==> src/rtl/qbd_port_pkg.sv <==
// Package: shared operation codes and sizing for the quasi-bidirectional port.
// Assumes: the op code field is four bits wide; codes 9..15 are reserved.
package qbd_port_pkg;

    localparam int OP_W = 4;

    typedef enum logic [OP_W-1:0] {
        OP_AND  = 4'd0,
        OP_OR   = 4'd1,
        OP_XOR  = 4'd2,
        OP_INC  = 4'd3,
        OP_DEC  = 4'd4,
        OP_SETB = 4'd5,
        OP_CLRB = 4'd6,
        OP_CPLB = 4'd7,
        OP_TCLR = 4'd8
    } port_op_e;

endpackage

==> src/rtl/qbd_port_alu.sv <==
// Module: combinational read-modify-write unit.
// Computes the new stored value, a per-bit update mask and the test flag
// from the current stored byte (never the pads). Reserved codes yield an
// empty mask. Assumes W is a power of two so bit_sel covers every bit.
module qbd_port_alu
    import qbd_port_pkg::*;
#(
    parameter int W    = 8,
    parameter int IDXW = $clog2(W)
) (
    input  logic             rst_n,
    input  logic             op_en,
    input  logic [OP_W-1:0]  op_code,
    input  logic [W-1:0]     latch_q,
    input  logic [W-1:0]     op_operand,
    input  logic [IDXW-1:0]  bit_sel,
    output logic [W-1:0]     upd_mask,
    output logic [W-1:0]     upd_data,
    output logic             op_flag
);

    localparam logic [W-1:0] ONE   = {{(W-1){1'b0}}, 1'b1};
    localparam logic [W-1:0] ALL_1 = {W{1'b1}};

    logic [W-1:0] sel_mask;
    port_op_e     code;

    assign sel_mask = ONE << bit_sel;
    assign code     = port_op_e'(op_code);

    // Select the operation result, the bits it may change and its flag.
    always_comb begin
        upd_mask = '0;
        upd_data = latch_q;
        op_flag  = 1'b0;
        if (op_en) begin
            case (code)
                OP_AND:  begin upd_mask = ALL_1; upd_data = latch_q & op_operand; end
                OP_OR:   begin upd_mask = ALL_1; upd_data = latch_q | op_operand; end
                OP_XOR:  begin upd_mask = ALL_1; upd_data = latch_q ^ op_operand; end
                OP_INC:  begin upd_mask = ALL_1; upd_data = latch_q + ONE; end
                OP_DEC:  begin
                    upd_mask = ALL_1;
                    upd_data = latch_q - ONE;
                    op_flag  = (latch_q != ONE);
                end
                OP_SETB: begin upd_mask = sel_mask; upd_data = latch_q | sel_mask; end
                OP_CLRB: begin upd_mask = sel_mask; upd_data = latch_q & ~sel_mask; end
                OP_CPLB: begin upd_mask = sel_mask; upd_data = latch_q ^ sel_mask; end
                OP_TCLR: begin
                    upd_mask = sel_mask;
                    upd_data = latch_q & ~sel_mask;
                    op_flag  = |(latch_q & sel_mask);
                end
                default: begin upd_mask = '0; upd_data = latch_q; end
            endcase
        end
    end

    // Bit operations must touch exactly one stored bit.
    always_comb begin
        if (rst_n && op_en && (code == OP_SETB || code == OP_CLRB ||
                               code == OP_CPLB || code == OP_TCLR)) begin
            AST_BITOP_ONE_BIT: assert ($countones(upd_mask) == 1);
        end
    end

endmodule

==> src/rtl/qbd_port_latch_bank.sv <==
// Module: per-bit storage flops of the port.
// Each bit loads its data input only when its mask bit is set, so bits are
// independent. Synchronous active-low reset loads all ones (pads released).
module qbd_port_latch_bank #(
    parameter int W = 8
) (
    input  logic         clk,
    input  logic         rst_n,
    input  logic [W-1:0] load_mask,
    input  logic [W-1:0] load_data,
    output logic [W-1:0] latch_q
);

    for (genvar i = 0; i < W; i++) begin : g_bit
        // Store one bit when its mask bit is set; reset to 1.
        always_ff @(posedge clk) begin
            if (!rst_n)
                latch_q[i] <= 1'b1;
            else if (load_mask[i])
                latch_q[i] <= load_data[i];
        end
    end

    AST_HOLD_WITHOUT_LOAD: assert property (@(posedge clk) disable iff (!rst_n)
        (load_mask == '0) |=> $stable(latch_q));

endmodule

==> src/rtl/qbd_port_pad.sv <==
// Module: pad-side model of the port.
// A stored 0 pulls the pad low; a stored 1 releases it, with an internal
// pull-up only when HAS_PULLUP is 1. The pad read value is forced low for
// bits that drive low. Assumes pad_in is the level sensed at the pad.
module qbd_port_pad #(
    parameter int W          = 8,
    parameter bit HAS_PULLUP = 1'b1
) (
    input  logic         rst_n,
    input  logic [W-1:0] latch_q,
    input  logic [W-1:0] pad_in,
    output logic [W-1:0] pad_drive_low,
    output logic [W-1:0] pad_pullup_en,
    output logic [W-1:0] rd_pin
);

    for (genvar i = 0; i < W; i++) begin : g_pad
        // Drive the pad low from a stored 0 and gate the sensed level.
        always_comb begin
            pad_drive_low[i] = ~latch_q[i];
            rd_pin[i]        = latch_q[i] & pad_in[i];
        end
        if (HAS_PULLUP) begin : g_pu
            // Enable the internal pull-up only while the pad is released.
            always_comb pad_pullup_en[i] = latch_q[i];
        end else begin : g_od
            // Open-drain build: no internal pull-up at all.
            always_comb pad_pullup_en[i] = 1'b0;
        end
    end

    // A driven-low pad never reads high and never has its pull-up enabled.
    always_comb begin
        if (rst_n) begin
            AST_LOW_PAD_READS_LOW: assert ((rd_pin & pad_drive_low) == '0);
            AST_NO_PULLUP_WHEN_LOW: assert ((pad_pullup_en & pad_drive_low) == '0);
        end
    end

endmodule

==> src/rtl/qbd_port.sv <==
// Module: quasi-bidirectional parallel port, top level.
// Merges whole-byte writes and read-modify-write updates into the storage
// flops (operation wins over write), and exposes the pad and stored read
// paths. Assumes all inputs are synchronous to clk.
module qbd_port
    import qbd_port_pkg::*;
#(
    parameter int W          = 8,
    parameter bit HAS_PULLUP = 1'b1,
    localparam int IDXW      = $clog2(W)
) (
    input  logic            clk,
    input  logic            rst_n,
    input  logic            wr_en,
    input  logic [W-1:0]    wr_data,
    input  logic            op_en,
    input  logic [OP_W-1:0] op_code,
    input  logic [W-1:0]    op_operand,
    input  logic [IDXW-1:0] bit_sel,
    input  logic [W-1:0]    pad_in,
    output logic [W-1:0]    rd_pin,
    output logic [W-1:0]    rd_latch,
    output logic            pin_bit,
    output logic            op_flag,
    output logic [W-1:0]    pad_drive_low,
    output logic [W-1:0]    pad_pullup_en
);

    logic [W-1:0] latch_q;
    logic [W-1:0] upd_mask;
    logic [W-1:0] upd_data;
    logic [W-1:0] load_mask;
    logic [W-1:0] load_data;

    qbd_port_alu #(.W(W), .IDXW(IDXW)) u_alu (
        .rst_n      (rst_n),
        .op_en      (op_en),
        .op_code    (op_code),
        .latch_q    (latch_q),
        .op_operand (op_operand),
        .bit_sel    (bit_sel),
        .upd_mask   (upd_mask),
        .upd_data   (upd_data),
        .op_flag    (op_flag)
    );

    // Choose the update source: any operation blocks the plain write.
    always_comb begin
        if (op_en) begin
            load_mask = upd_mask;
            load_data = upd_data;
        end else begin
            load_mask = {W{wr_en}};
            load_data = wr_data;
        end
    end

    qbd_port_latch_bank #(.W(W)) u_bank (
        .clk       (clk),
        .rst_n     (rst_n),
        .load_mask (load_mask),
        .load_data (load_data),
        .latch_q   (latch_q)
    );

    qbd_port_pad #(.W(W), .HAS_PULLUP(HAS_PULLUP)) u_pad (
        .rst_n         (rst_n),
        .latch_q       (latch_q),
        .pad_in        (pad_in),
        .pad_drive_low (pad_drive_low),
        .pad_pullup_en (pad_pullup_en),
        .rd_pin        (rd_pin)
    );

    // Expose the stored byte and the selected pad bit.
    always_comb begin
        rd_latch = latch_q;
        pin_bit  = rd_pin[bit_sel];
    end

    AST_WRITE_LANDS: assert property (@(posedge clk) disable iff (!rst_n)
        (wr_en && !op_en) |=> (rd_latch == $past(wr_data)));

    AST_OP_BEATS_WRITE: assert property (@(posedge clk) disable iff (!rst_n)
        (op_en && wr_en && op_code == OP_AND)
        |=> (rd_latch == ($past(rd_latch) & $past(op_operand))));

    AST_INC_WRAPS: assert property (@(posedge clk) disable iff (!rst_n)
        (op_en && op_code == OP_INC && rd_latch == {W{1'b1}})
        |=> (rd_latch == '0));

endmodule

==> config.mk <==
export PLATFORM = sky130hd
export DESIGN_NAME = qbd_port
export DESIGN_NICKNAME = d
export VERILOG_FILES = /design/src/rtl/qbd_port_pkg.sv /design/src/rtl/qbd_port_alu.sv /design/src/rtl/qbd_port_latch_bank.sv /design/src/rtl/qbd_port_pad.sv /design/src/rtl/qbd_port.sv
export SDC_FILE = /design/constraint.sdc
export NUM_CORES = 1
export LEC_CHECK = 0
export BUFFER_PORTS_ARGS = -buffer_cell sky130_fd_sc_hd__buf_2
export CAP_MARGIN = 30
export CORE_AREA = 2 2 87 89
export DETAILED_ROUTE_END_ITERATION = 12
export DIE_AREA = 0 0 89 91
export MAX_ROUTING_LAYER = met4
export PLACE_DENSITY = 0.49
export SYNTH_ARGS = -nofsm -noshare
export SYNTH_HDL_FRONTEND = slang
export SYNTH_HIERARCHICAL = 1
export SYNTH_SLANG_ARGS = --single-unit
==> constraint.sdc <==
create_clock -name clk -period 3.06 [get_ports clk]
set_input_delay 0.612 -clock clk [delete_from_list [all_inputs] [get_ports clk]]
set_output_delay 0.612 -clock clk [all_outputs]
set_load 0.03 [all_outputs]
==> results of run 1 <==
worst max-delay path: stages (launching register included):
cell                      delay (ns)
sky130_fd_sc_hd__dfxtp_1        0.46
sky130_fd_sc_hd__nor4_1         0.73
sky130_fd_sc_hd__buf_4          0.22
sky130_fd_sc_hd__a31oi_1        0.09
sky130_fd_sc_hd__nand4_1        0.09
sky130_fd_sc_hd__o41ai_1        0.06
sky130_fd_sc_hd__buf_2          0.18
cells by family (layout without fill, tap and decap cells):
family | count (synthesis) | after routing | share of synthesized area [%]
flip-flops | 8 | 8 | 7.70
buffers and inverters | 51 | 97 | 11.9
multiplexers | 28 | 28 | 15.7
AND/OR/NAND/NOR | 131 | 131 | 31.8
adder cells (fa/ha/maj) | 3 | 3 | 1.81
AO/OA/AOI/OAI | 95 | 95 | 29.8
XOR/XNOR | 3 | 3 | 1.26
per-layer routing:
| metal | vias up | wire [um] |
|---|---|---|
| met5 | - | 0 |
| met1 | 1141 | 3270 |
| li1 | 1235 | - |
| met4 | 0 | 125 |
| met3 | 14 | 576 |
| met2 | 119 | 3550 |
worst max-delay path by stage:
| stage | depth (start not counted) | slack [ns] | start | endpoint |
|---|---|---|---|---|
| 3_5_place_dp | 11 | 0.27 | op_code[2] | u_bank/latch_q[6] |
| 6_report | 6 | 0.37 | u_bank/latch_q[6] | op_flag |
| 2_1_floorplan | 5 | 0.09 | op_code[0] | op_flag |
| 5_1_grt | 6 | 0.23 | u_bank/latch_q[6] | op_flag |
| 3_3_place_gp | 12 | 0.30 | op_code[3] | u_bank/latch_q[2] |
| 4_1_cts | 6 | 0.35 | u_bank/latch_q[6] | op_flag |
power by group:
group | internal [uW] | switching, uW | leakage, uW | total [uW]
clock network | 85.0 | 38.8 | 0.0000216 | 124
registers | 112 | 22.7 | 0.0000657 | 135
logic | 145 | 240 | 0.00101 | 385
cell usage in the layout (no fill, tap or decap), drive strengths merged, types with 3 or more instances in the layout:
master,n
and2,15
or2,3
nor2,27
and3,4
o31ai,3
clkbuf,3
o21ai,31
nand2b,4
a211oi,7
a21oi,24
a31oi,4
ha,3
dfxtp,8
o221ai,5
or3b,3
nand3,8
mux2,11
buf,81
mux2i,15
nor3,7
nand3b,5
nand2,42
inv,13
nor2b,5
metrics by stage:
| step | setup WS (ns) | cell area [sq um] |
|---|---|---|
| 2_1_floorplan | 0.0884 | 2080 |
| 3_3_place_gp | 0.298 | 2440 |
| 3_5_place_dp | 0.267 | 2440 |
| 4_1_cts | 0.352 | 2480 |
| 5_1_grt | 0.234 | 2480 |
| 6_report | 0.372 | 2480 |
final cells by class:
| class | instances | area (sq um) | share of cell area, % |
|---|---|---|---|
| multi-input combinational | 260 | 1670 | 67.3 |
| timing repair buffer | 81 | 438 | 17.6 |
| sequential | 8 | 160 | 6.45 |
| tap | 99 | 124 | 4.98 |
| inverter | 13 | 48.8 | 1.96 |
| clock buffer | 3 | 41.3 | 1.66 |
==> results, run 1 <==
- Compared with the post-synthesis result, the final layout area differs by 19.5%.
- The largest buffer count on any clock path is 2.
- The count of filler cells inserted in the layout is 817.
- Setup repair after global routing left no endpoint under its margin.
- The startpoint identified for the worst hold timing path is u_bank/latch_q[5].
- The clock transition at the registers of the reported paths is 0.04 ns.
- Ranked by total cell area, the synthesized netlist is headed by sky130_fd_sc_hd__dfxtp_1, sky130_fd_sc_hd__nand2_1, sky130_fd_sc_hd__mux2i_1.
- In the synthesized netlist the dominant register cell turns out to be sky130_fd_sc_hd__dfxtp_1.
- The via count of the first global-routing pass is 2313.
- Headroom to the max-slew limit came out at 50.1%.
- The final count of hold timing violations is 0.
- In this run the number of H-tree levels came out at 1.
- The async set-reset flop share out of synthesis is 0%.
- Counting every net in the synthesized netlist gives 357.
- The synthesized netlist occupies a cell area of 2080 sq um.
- The global placer's final weighted congestion is 0.934.
- The number of antenna violations at the first check in global routing is 0.
- Global routing used 18.6% of the available tracks across all layers.
- The worst hold margin is 0.573 ns.
- From left edge to right edge, the die measures 89 um.
- The number of gates resized after CTS was 0.
- The final critical path takes up 87.8% of the cycle.
- In this run the worst hold path is classified as flop to flop.
- The max-slew violation total from the final report is 0.
- The routed length per instance is between 15 and 20 um.
- The number of vias in the routed layout is 2509.
- In the routed layout, each cell is associated on average with a via count of 5.41.
- The number of instances in the placed design is 461.
- The yosys synthesis warning count is 6.
- The cell count after synthesis came out at 319.
- The first global-routing pass estimated 11800 um of wire.
- The die covers 8100 sq um.
- Setup violations remaining at the end of the flow were counted as 0.
- The number of buffers inserted by port buffering is 68.
- The remaining antenna violation count after routing is 0.
- The estimated wirelength of the detail-placed design is between 5000 and 6000 um.
- Post-CTS timing repair inserted 0 buffers for setup.
- The net count of the finished layout is slightly above 400.
- Along the worst path, the maximum fanout reaches 15.
- Cells with a size suffix above 1 make up 28.2% of the layout.
- The clock reaches the later pin of the worst-skew pair after roughly 0.23 ns.
- Across all register-to-register paths, the minimum setup slack is roughly 0.44 ns.
- The flow ran to the end, and the final reports show no timing, DRC or antenna violations.
- The worst register-to-register path ends at u_bank/latch_q[6].
- The met2 track demand over resource is 30.0%.
- After floorplanning, the core was divided into 31 placement rows.
- The critical path is of the flop to primary output type.
- VDD sags by at most 0.000227 V.
- The worst setup path is captured at a primary output.
- The utilization of the core after routing is 34.8%.
- The largest registers in the layout are u_bank/latch_q: 8 flops.
- The total negative setup slack is 0 ns.
- Yosys mapped a number of flops with a built-in enable equal to 0.
- The pin slew with the least headroom to its limit is 0.742 ns.
- The fmax is 0.372 GHz.
- The routed design has 7530 um of wire.
- At the worst endpoint, the required time is 2.45 ns.
- The clock buffer count from CTS is 3.
- From bottom edge to top edge, the die measures 91 um.
- The length in cells of the worst reg-to-reg path is 10.
- The violation count after the first detailed-routing iteration is 247.
- The non-filler instance count after layout is 464.
- Global routing used about a quarter of the available met1 tracks.
- Once the floorplan was initialized, standard cells occupied between 20% and 30% of the core.
- Clock tree synthesis found a total of 8 sinks.
- The top cell type by area accounts for 7.70% of the synthesized area.
- The startpoint identified for the worst register-to-register timing path is u_bank/latch_q[1].
- For hold timing, the worst endpoint is u_bank/latch_q[5].
- The antenna diode count is 0.
- In this run the clock root is driven by a sky130_fd_sc_hd__clkbuf_8.
- The largest register by flop count is u_bank/latch_q.
- The most common cell in the synthesized netlist is sky130_fd_sc_hd__nand2_1.
- The most area-hungry cell type in the Yosys netlist is sky130_fd_sc_hd__dfxtp_1.
- The number of cells traversed by the worst hold path is 2.
- On the final layout, the worst clock skew is 0.00362 ns.
- Total power for the finished layout comes to 644 uW.
- The average instance area after synthesis is 6.52 sq um.
- The startpoint type of the worst setup path is a flop.
- Synthesis inferred 8 register bits.
- The commonest cells after synthesis are sky130_fd_sc_hd__nand2_1, sky130_fd_sc_hd__nor2_1, sky130_fd_sc_hd__o21ai_0.
- At the worst endpoint, the arrival time is 2.08 ns.
- In this run the power density over the cells is 259 nW/um^2.
- The layer flagged by global routing as most heavily used is met2.
- TritonCTS built the clock tree.
- The largest net degree at the start of global routing is 30.
- Max-cap violations in this run came to 0.
- The portion of the post-synthesis area used by sequential elements is just under 8%.
- The number of search-and-repair iterations in the first detailed-routing pass is 5.
- For this run the aggregate overflow at the end of global routing stands at 0.
- Pin placement for this block handled 69 I/O pins.
- The leakage power is between 0.001 and 0.0015 uW.
- The number of library cell types mapped by synthesis is between 60 and 70.
- The global routing usage on met3 is 1.00%.
- The count of hold-fix buffers inserted at cts is 0.
- The clock period minus worst slack is between 2 and 3 ns.
- The area of the core is slightly above 7000 sq um.
- The flip-flop count of the largest register, all copies and words added is 8.
- In the routed design, unresolved DRC markers number 0.
(Power assumes the default switching activity.)
==> inputs of run 2 (changes only) <==
--- a/config.mk
+++ b/config.mk
@@ -12,5 +12,5 @@
 export DIE_AREA = 0 0 89 91
 export MAX_ROUTING_LAYER = met4
-export PLACE_DENSITY = 0.49
+export PLACE_DENSITY_LB_ADDON = 0.12
 export SYNTH_ARGS = -nofsm -noshare
 export SYNTH_HDL_FRONTEND = slang
==> constraint.sdc (replaced) <==
create_clock -name clk -period 3.06 [get_ports clk]
set_input_delay 0.459 -clock clk [delete_from_list [all_inputs] [get_ports clk]]
set_output_delay 0.459 -clock clk [all_outputs]
set_load 0.03 [all_outputs]
==> run 2 against run 1 <==
  * Maximum frequency is 5.4% higher
  * Setup slack better by 0.14 ns
  * Count of clock-buffer cells in the layout stayed put
==> results, run 2 (synthesis gave the netlist of run 1 again) <==
- Run status: completed (unchanged).
- The largest net degree at the start of global routing is 30 (unchanged).
- The total negative setup slack was 0 ns (unchanged).
- The utilization of the core after routing is 34.5% (was 34.8%).
- The non-filler instance count after layout was 461 (was 464).
- The number of vias in the routed layout is 2582 (was 2509).
- The category of the critical setup timing path is flop to flop (was flop to primary output).
- The number of antenna violations at the first check in global routing is 0 (unchanged).
- Commonest cells after routing, fill and taps aside: sky130_fd_sc_hd__buf_2, sky130_fd_sc_hd__nand2_1, sky130_fd_sc_hd__o21ai_0, sky130_fd_sc_hd__nor2_1, sky130_fd_sc_hd__a21oi_1 (unchanged).
- Registers with the most flip-flops: u_bank/latch_q: 8 flops (unchanged).
- The overall die width is 89 um (unchanged).
- The share of post-route cells with drive strength above 1 was 27.6% (was 28.2%).
- The via count of the first global-routing pass is 2269 (was 2313).
- The area growth from synthesis to layout is 18.4% (was 19.5%).
- The I/O pin count is 69 (unchanged).
- The number of placement rows is 31 (unchanged).
- The area of the core is 7140 sq um (unchanged).
- The routed length per instance was 17.1 um (was 16.2 um).
- The largest register by flop count was u_bank/latch_q (unchanged).
- The global placer's final weighted congestion came to 0.901 (was 0.934).
- The final count of hold timing violations is 0 (unchanged).
- The flip-flop count of the largest register, all copies and words added is 8 (unchanged).
- The final clock period utilization by the worst path is 83.4% (was 87.8%).
- The largest stage delay on the critical path is 0.68 ns (was 0.73 ns).
- The sequential share of power is 20.9% (was 21.0%).
- The max-slew violation total from the final report was 0 (unchanged).
- The startpoint type of the worst setup path was a flop (unchanged).
- The kind of cell with the highest combined delay on the critical path is simple AND/OR/NAND/NOR gates (unchanged).
- The clock sink count is 8 (unchanged).
- The worst endpoint data arrival time came to 2.66 ns (was 2.08 ns).
- The via-per-instance ratio was 5.60 (was 5.41).
- The setup-violating endpoint count in the final report is 0 (unchanged).
- The leftover overflow at the end of global routing is 0 (unchanged).
- The count of max-cap constraint violations is 0 (unchanged).
- The clock transition at the registers of the reported paths came to 0.04 ns (about the same).
- The estimated wirelength of the detail-placed design came to 5830 um (was 5730 um).
- The pin slew with the least headroom to its limit is 0.615 ns (was 0.742 ns).
- The sum of buffers and inverters on the critical path came to 0 (was 2).
- The peak ir drop on the vdd network was 0.000239 V (was 0.000227 V).
- The nature of the critical path endpoint is a flop (was primary output).
- The leading cell type in the layout, fill and taps excluded is sky130_fd_sc_hd__buf_2 (unchanged).
- The clock root buffer master is sky130_fd_sc_hd__clkbuf_8 (unchanged).
- The portion of total power attributed to the clock network is 19.4% (was 19.2%).
- The tightest slew margin relative to the limit is 58.7% (was 50.1%).
- The count of hold-fix buffers inserted at cts came to 0 (unchanged).
- The switching power of the nets is 307 uW (was 301 uW).
- The net count of the finished layout is 402 (was 405).
- The post-cts gate resize count was 0 (unchanged).
- The largest buffer count on any clock path is 2 (unchanged).
- The clock period minus worst slack is 2.55 ns (was 2.69 ns).
- The die area is 8100 sq um (unchanged).
- The cell internal power dissipation is 341 uW (was 343 uW).
- The switching share of total power is 47.4% (was 46.8%).
- The global-route wire length before repair was 12200 um (was 11800 um).
- The number of search-and-repair iterations in the first detailed-routing pass is 5 (unchanged).
- The post-CTS setup-driven buffer insertion count is 0 (unchanged).
- The post-route clock skew came to 0.000967 ns (was 0.00362 ns).
- Setup repair after global routing missed its margin: false (unchanged).
- The DRC violation count after routing was 0 (unchanged).
- The clock tree from TritonCTS was done (unchanged).
- Cell-by-cell listing of the critical path: ha_1, nand3_1, or2_2, nand3_1, o311ai_0, nor3_1, o21ai_1, mux2_2, mux2i_1, nand2_1 (was nor4_1, buf_4, a31oi_1, nand4_1, o41ai_1, buf_2).
- The violation count after the first detailed-routing iteration was 345 (was 247).
- The portion of total power attributed to combinational logic came to 59.7% (was 59.8%).
- The number of buffers inserted by port buffering came to 68 (unchanged).
- The critical-path maximum fanout is 13 (was 15).
- The total power divided by cell area is 263 nW/um^2 (was 259 nW/um^2).
- The starting utilization of the core area is 29.1% (unchanged).
- The clock buffer count from CTS is 3 (unchanged).
- The y dimension of the die is 91 um (unchanged).
- The master of the slowest instance on the critical path is sky130_fd_sc_hd__dfxtp_1 (was sky130_fd_sc_hd__nor4_1).
- The antenna diode count is 0 (unchanged).
- The required time of the critical path is 3.17 ns (was 2.45 ns).
- The fmax was 0.392 GHz (was 0.372 GHz).
- The leakage power is 0.00108 uW (was 0.00109 uW).
- The worst min-delay path category is primary input to flop (was flop to flop).
- The total global routing track utilization is 19.6% (was 18.6%).
- The remaining antenna violation count after routing was 0 (unchanged).
- The H-tree depth is 1 (unchanged).
- The total wirelength of the detailed-routed design is 7890 um (was 7530 um).
- The most repeated library cell on the critical path is sky130_fd_sc_hd__nand3_1.
- The source-to-sink clock delay at the later pin of the worst-skew pair is 0.23 ns (about the same).
- The number of instances in the placed design is 458 (was 461).
## run 2: path summary, 6_finish.rpt
check	endpoint	slack, ns	depth (start not counted)	start
hold / removal	u_bank/latch_q[2]	0.48	2	rst_n
hold reg to reg	u_bank/latch_q[6]	0.69	3	u_bank/latch_q[6]
setup reg to reg	u_bank/latch_q[6]	0.51	10	u_bank/latch_q[0]
setup / recovery	u_bank/latch_q[6]	0.51	10	u_bank/latch_q[0]
## run 2: power by group through the flow
stage	registers, uW	clock network [uW]	logic (uW)
floorplan	139	0	271
global placement	137	0	385
detailed placement	137	0	381
CTS	135	131	383
global route	137	136	417
finish	135	126	387
## run 2: layout make-up
cell class                 count  area (sq um)
inverter                      13          48.8
timing repair buffer          78           415
fill                         816          4670
clock buffer                   3          41.3
multi-input combinational    260          1670
tap                           99           124
sequential                     8           160
## run 2: worst reg2reg max path, cell delays in order (launching register included)
cell and delay (ns):
sky130_fd_sc_hd__dfxtp_1 0.68, sky130_fd_sc_hd__ha_1 0.32, sky130_fd_sc_hd__nand3_1 0.15, sky130_fd_sc_hd__or2_2 0.36
sky130_fd_sc_hd__nand3_1 0.09, sky130_fd_sc_hd__o311ai_0 0.12, sky130_fd_sc_hd__nor3_1 0.18, sky130_fd_sc_hd__o21ai_1 0.09
sky130_fd_sc_hd__mux2_2 0.27, sky130_fd_sc_hd__mux2i_1 0.13, sky130_fd_sc_hd__nand2_1 0.07
## run 2: per-stage QoR
| step | hold WS [ns] | setup slack [ns] | total power, uW | instance area, sq um |
|---|---|---|---|---|
| finish | 0.480 | 0.509 | 648 | 2460 |
| global route | 0.488 | 0.334 | 691 | 2460 |
| CTS | 0.477 | 0.551 | 649 | 2460 |
| detailed placement | 0.673 | 0.397 | 518 | 2420 |
| global placement | 0.670 | 0.432 | 523 | 2420 |
| floorplan | 0.677 | 0.306 | 410 | 2080 |
## run 2: per-layer routing
| layer | track usage [%] | routed length, um |
|---|---|---|
| met1 | 28.5 | 3570 |
| met4 | 5.85 | 118 |
| met2 | 28.7 | 3530 |
| met3 | 1.73 | 671 |
| met5 | - | 0 |
==> inputs of run 3 (changes only) <==
Clock period 3.06 ns to 2.3 ns, I/O delays scaled along.
==> run 3 against run 2 <==
  * Utilization grew 5.9 points
  * Clock skew grew 0.00067 ns
  * Via count grew 2.2%
  * Global-route usage grew 0.70 points
  * Critical path depth grew 2
  * Worst hold slack lost 0.11 ns
  * Cell area grew 17%
  * Total power grew 44%
  * Final cell count grew 10%
  * Setup slack lost 0.43 ns
  * Highest routed layer unchanged
==> results, run 3 (synthesis gave the netlist of run 1 again) <==
- Run status: completed (unchanged).
- The worst endpoint data arrival time is 2.33 ns (was 2.66 ns).
- The pin slew with the least headroom to its limit is 0.529 ns (was 0.615 ns).
- The required time of the critical path is 2.41 ns (was 3.17 ns).
- The number of antenna violations at the first check in global routing is 0 (unchanged).
- Setup repair after global routing missed its margin: false (unchanged).
- The master of the slowest instance on the critical path is sky130_fd_sc_hd__or3b_1 (was sky130_fd_sc_hd__dfxtp_1).
- The count of hold-fix buffers inserted at cts is 0 (unchanged).
- The critical-path maximum fanout came to 8 (was 13).
- The DRC violation count after routing came to 0 (unchanged).
- The startpoint type of the worst setup path is a primary input (was flop).
- The global placer's final weighted congestion is 0.934 (was 0.901).
- The clock sink count is 8 (unchanged).
- The largest buffer count on any clock path is 2 (unchanged).
- The count of filler cells inserted in the layout came to 809 (was 816).
- The overall die width is 89 um (unchanged).
- The antenna diode count is 0 (unchanged).
- The remaining antenna violation count after routing is 0 (unchanged).
- The category of the critical setup timing path is primary input to flop (was flop to flop).
- The final clock period utilization by the worst path is 96.5%.
- The flip-flop count of the largest register, all copies and words added is 8 (unchanged).
- The clock transition at the registers of the reported paths was 0.04 ns (about the same).
- The total wirelength of the detailed-routed design is 8070 um (was 7890 um).
- The share of post-route cells with drive strength above 1 is 38.8% (was 27.6%).
- The startpoint of the worst-slack reg-to-reg timing path is u_bank/latch_q[0] (unchanged).
- The leading cell type in the layout, fill and taps excluded is sky130_fd_sc_hd__buf_2 (unchanged).
- The estimated wirelength of the detail-placed design is 6520 um (was 5830 um).
- The routed length per instance came to 15.9 um (was 17.1 um).
- The number of buffers inserted by port buffering is 68 (unchanged).
- The leftover overflow at the end of global routing is 0 (unchanged).
- The worst setup slack after layout is 0.0797 ns (was 0.509 ns).
- The post-placement cell area is 2800 sq um (was 2420 sq um).
- The violation count after the first detailed-routing iteration is 189 (was 345).
- The count of max-cap constraint violations is 0 (unchanged).
- The global-route wire length before repair is 12800 um (was 12200 um).
- The I/O pin count was 69 (unchanged).
- The total global routing track utilization came to 20.3% (was 19.6%).
- The area growth from synthesis to layout came to 38.7% (was 18.4%).
- The net count of the finished layout came to 450 (was 402).
- The H-tree depth is 1 (unchanged).
- The clock period minus worst slack is 2.22 ns.
- The beginning of the worst hold path is rst_n (unchanged).
- The via-per-instance ratio was 5.18 (was 5.60).
- The number of cells traversed by the worst hold path is 2 (unchanged).
- The die area is 8100 sq um (unchanged).
- The total power divided by cell area is 323 nW/um^2 (was 263 nW/um^2).
- Commonest cells after routing, fill and taps aside: sky130_fd_sc_hd__buf_2, sky130_fd_sc_hd__buf_4, sky130_fd_sc_hd__nand2_1 (was sky130_fd_sc_hd__buf_2, sky130_fd_sc_hd__nand2_1, sky130_fd_sc_hd__o21ai_0, sky130_fd_sc_hd__nor2_1, sky130_fd_sc_hd__a21oi_1).
- The largest register by flop count is u_bank/latch_q (unchanged).
- The worst min-delay path category is primary input to flop (unchanged).
- The non-filler instance count after layout came to 509 (was 461).
- The sum of buffers and inverters on the critical path is 3 (was 0).
- The source-to-sink clock delay at the later pin of the worst-skew pair was 0.22 ns (was 0.23 ns).
- The number of search-and-repair iterations in the first detailed-routing pass is 5 (unchanged).
- The number of placement rows is 31 (unchanged).
- The peak ir drop on the vdd network was 0.000277 V (was 0.000239 V).
- Cell-by-cell listing of the critical path: buf_2, or3b_1, a21oi_1, buf_4, buf_4, mux2i_1, o21ai_0, o21ai_1, nand3_1, mux2_2, mux2i_1, nand2_1 (was ha_1, nand3_1, or2_2, nand3_1, o311ai_0, nor3_1, o21ai_1, mux2_2, mux2i_1, nand2_1).
- The number of instances in the placed design was 506 (was 458).
- Registers with the most flip-flops: u_bank/latch_q: 8 flops (unchanged).
- The kind of cell with the highest combined delay on the critical path is simple AND/OR/NAND/NOR gates (unchanged).
- The via count of the first global-routing pass was 2436 (was 2269).
- The register-to-register path setup slack was 0.22 ns (was 0.51 ns).
- The setup-violating endpoint count in the final report was 0 (unchanged).
- The capture endpoint of the worst hold path was u_bank/latch_q[0] (was u_bank/latch_q[2]).
- The nature of the critical path endpoint is a flop (unchanged).
- The clock root buffer master is sky130_fd_sc_hd__clkbuf_8 (unchanged).
- The post-route clock skew came to 0.00163 ns (was 0.000967 ns).
- The clock buffer count from CTS is 3 (unchanged).
- The largest net degree at the start of global routing was 30 (unchanged).
- The starting utilization of the core area is 29.1% (unchanged).
- The final count of hold timing violations was 0 (unchanged).
- Timing would allow up to 0.450 GHz.
- The largest stage delay on the critical path was 0.38 ns (was 0.68 ns).
- The clock tree from TritonCTS is done (unchanged).
- The summed area of non-filler cells in the final layout is 2880 sq um (was 2460 sq um).
- The y dimension of the die is 91 um (unchanged).
- The max-slew violation total from the final report is 0 (unchanged).
- The tightest slew margin relative to the limit is 64.7% (was 58.7%).
- The length in cells of the worst reg-to-reg path is 10 (unchanged).
- The leakage power is 0.00132 uW (was 0.00108 uW).
- The worst slack at placement is -0.119 ns (was 0.397 ns).
- The capture instance of the worst register-to-register path is u_bank/latch_q[6] (unchanged).
- The number of vias in the routed layout is 2638 (was 2582).
- The area of the core is 7140 sq um (unchanged).
-- run 3: repair_timing --
item	CTS	global route
endpoints found under the setup margin	1	5
pin swaps	3	3
setup buffers	0	1
resized for setup	3	13
-- run 3: cell type report --
type / count / area (sq um) / share of cell area [%]
Multi-Input combinational cell: 260 / 1710 / 59.1
Sequential cell: 8 / 171 / 5.94
Tap cell: 99 / 124 / 4.30
Timing Repair Buffer: 126 / 793 / 27.5
Inverter: 13 / 48.8 / 1.69
Clock buffer: 3 / 41.3 / 1.43
-- run 3: worst max-delay path by stage --
stage | end | startpoint | slack, ns | cells past startpoint
after floorplan | u_bank/latch_q[6] | op_code[3] | 0.03 | 11
after global placement | u_bank/latch_q[4] | op_code[1] | -0.09 | 12
after detailed placement | u_bank/latch_q[4] | op_code[3] | -0.12 | 12
after CTS | op_flag | u_bank/latch_q[4] | 0.04 | 6
after global routing | u_bank/latch_q[6] | op_code[1] | 0.003 | 11
final | u_bank/latch_q[4] | op_code[1] | 0.08 | 12
-- run 3: per-layer routing --
layer	track usage (%)	routed length [um]	vias to the layer above
met5	-	0	-
met4	2.24	78	0
met3	0.727	509	6
met2	31.5	3660	94
met1	30.3	3820	1212
li1	-	-	1326
-- run 3: through the flow --
| step | power, uW | TNS [ns] | hold WS (ns) | util (%) |
|---|---|---|---|---|
| floorplan | 547 | 0 | 0.563 | - |
| global placement | 760 | -0.328 | 0.601 | 39.3 |
| detailed placement | 758 | -0.501 | 0.602 | 39.3 |
| CTS | 927 | 0 | 0.372 | 39.8 |
| global route | 1000 | 0 | 0.380 | 40.4 |
| finish | 930 | 0 | 0.370 | 40.4 |
-- run 3: report_power, final --
part           switching [uW]  internal [uW]
logic                     346            247
clock network            51.1            113
registers                23.0            150
total                     420            510
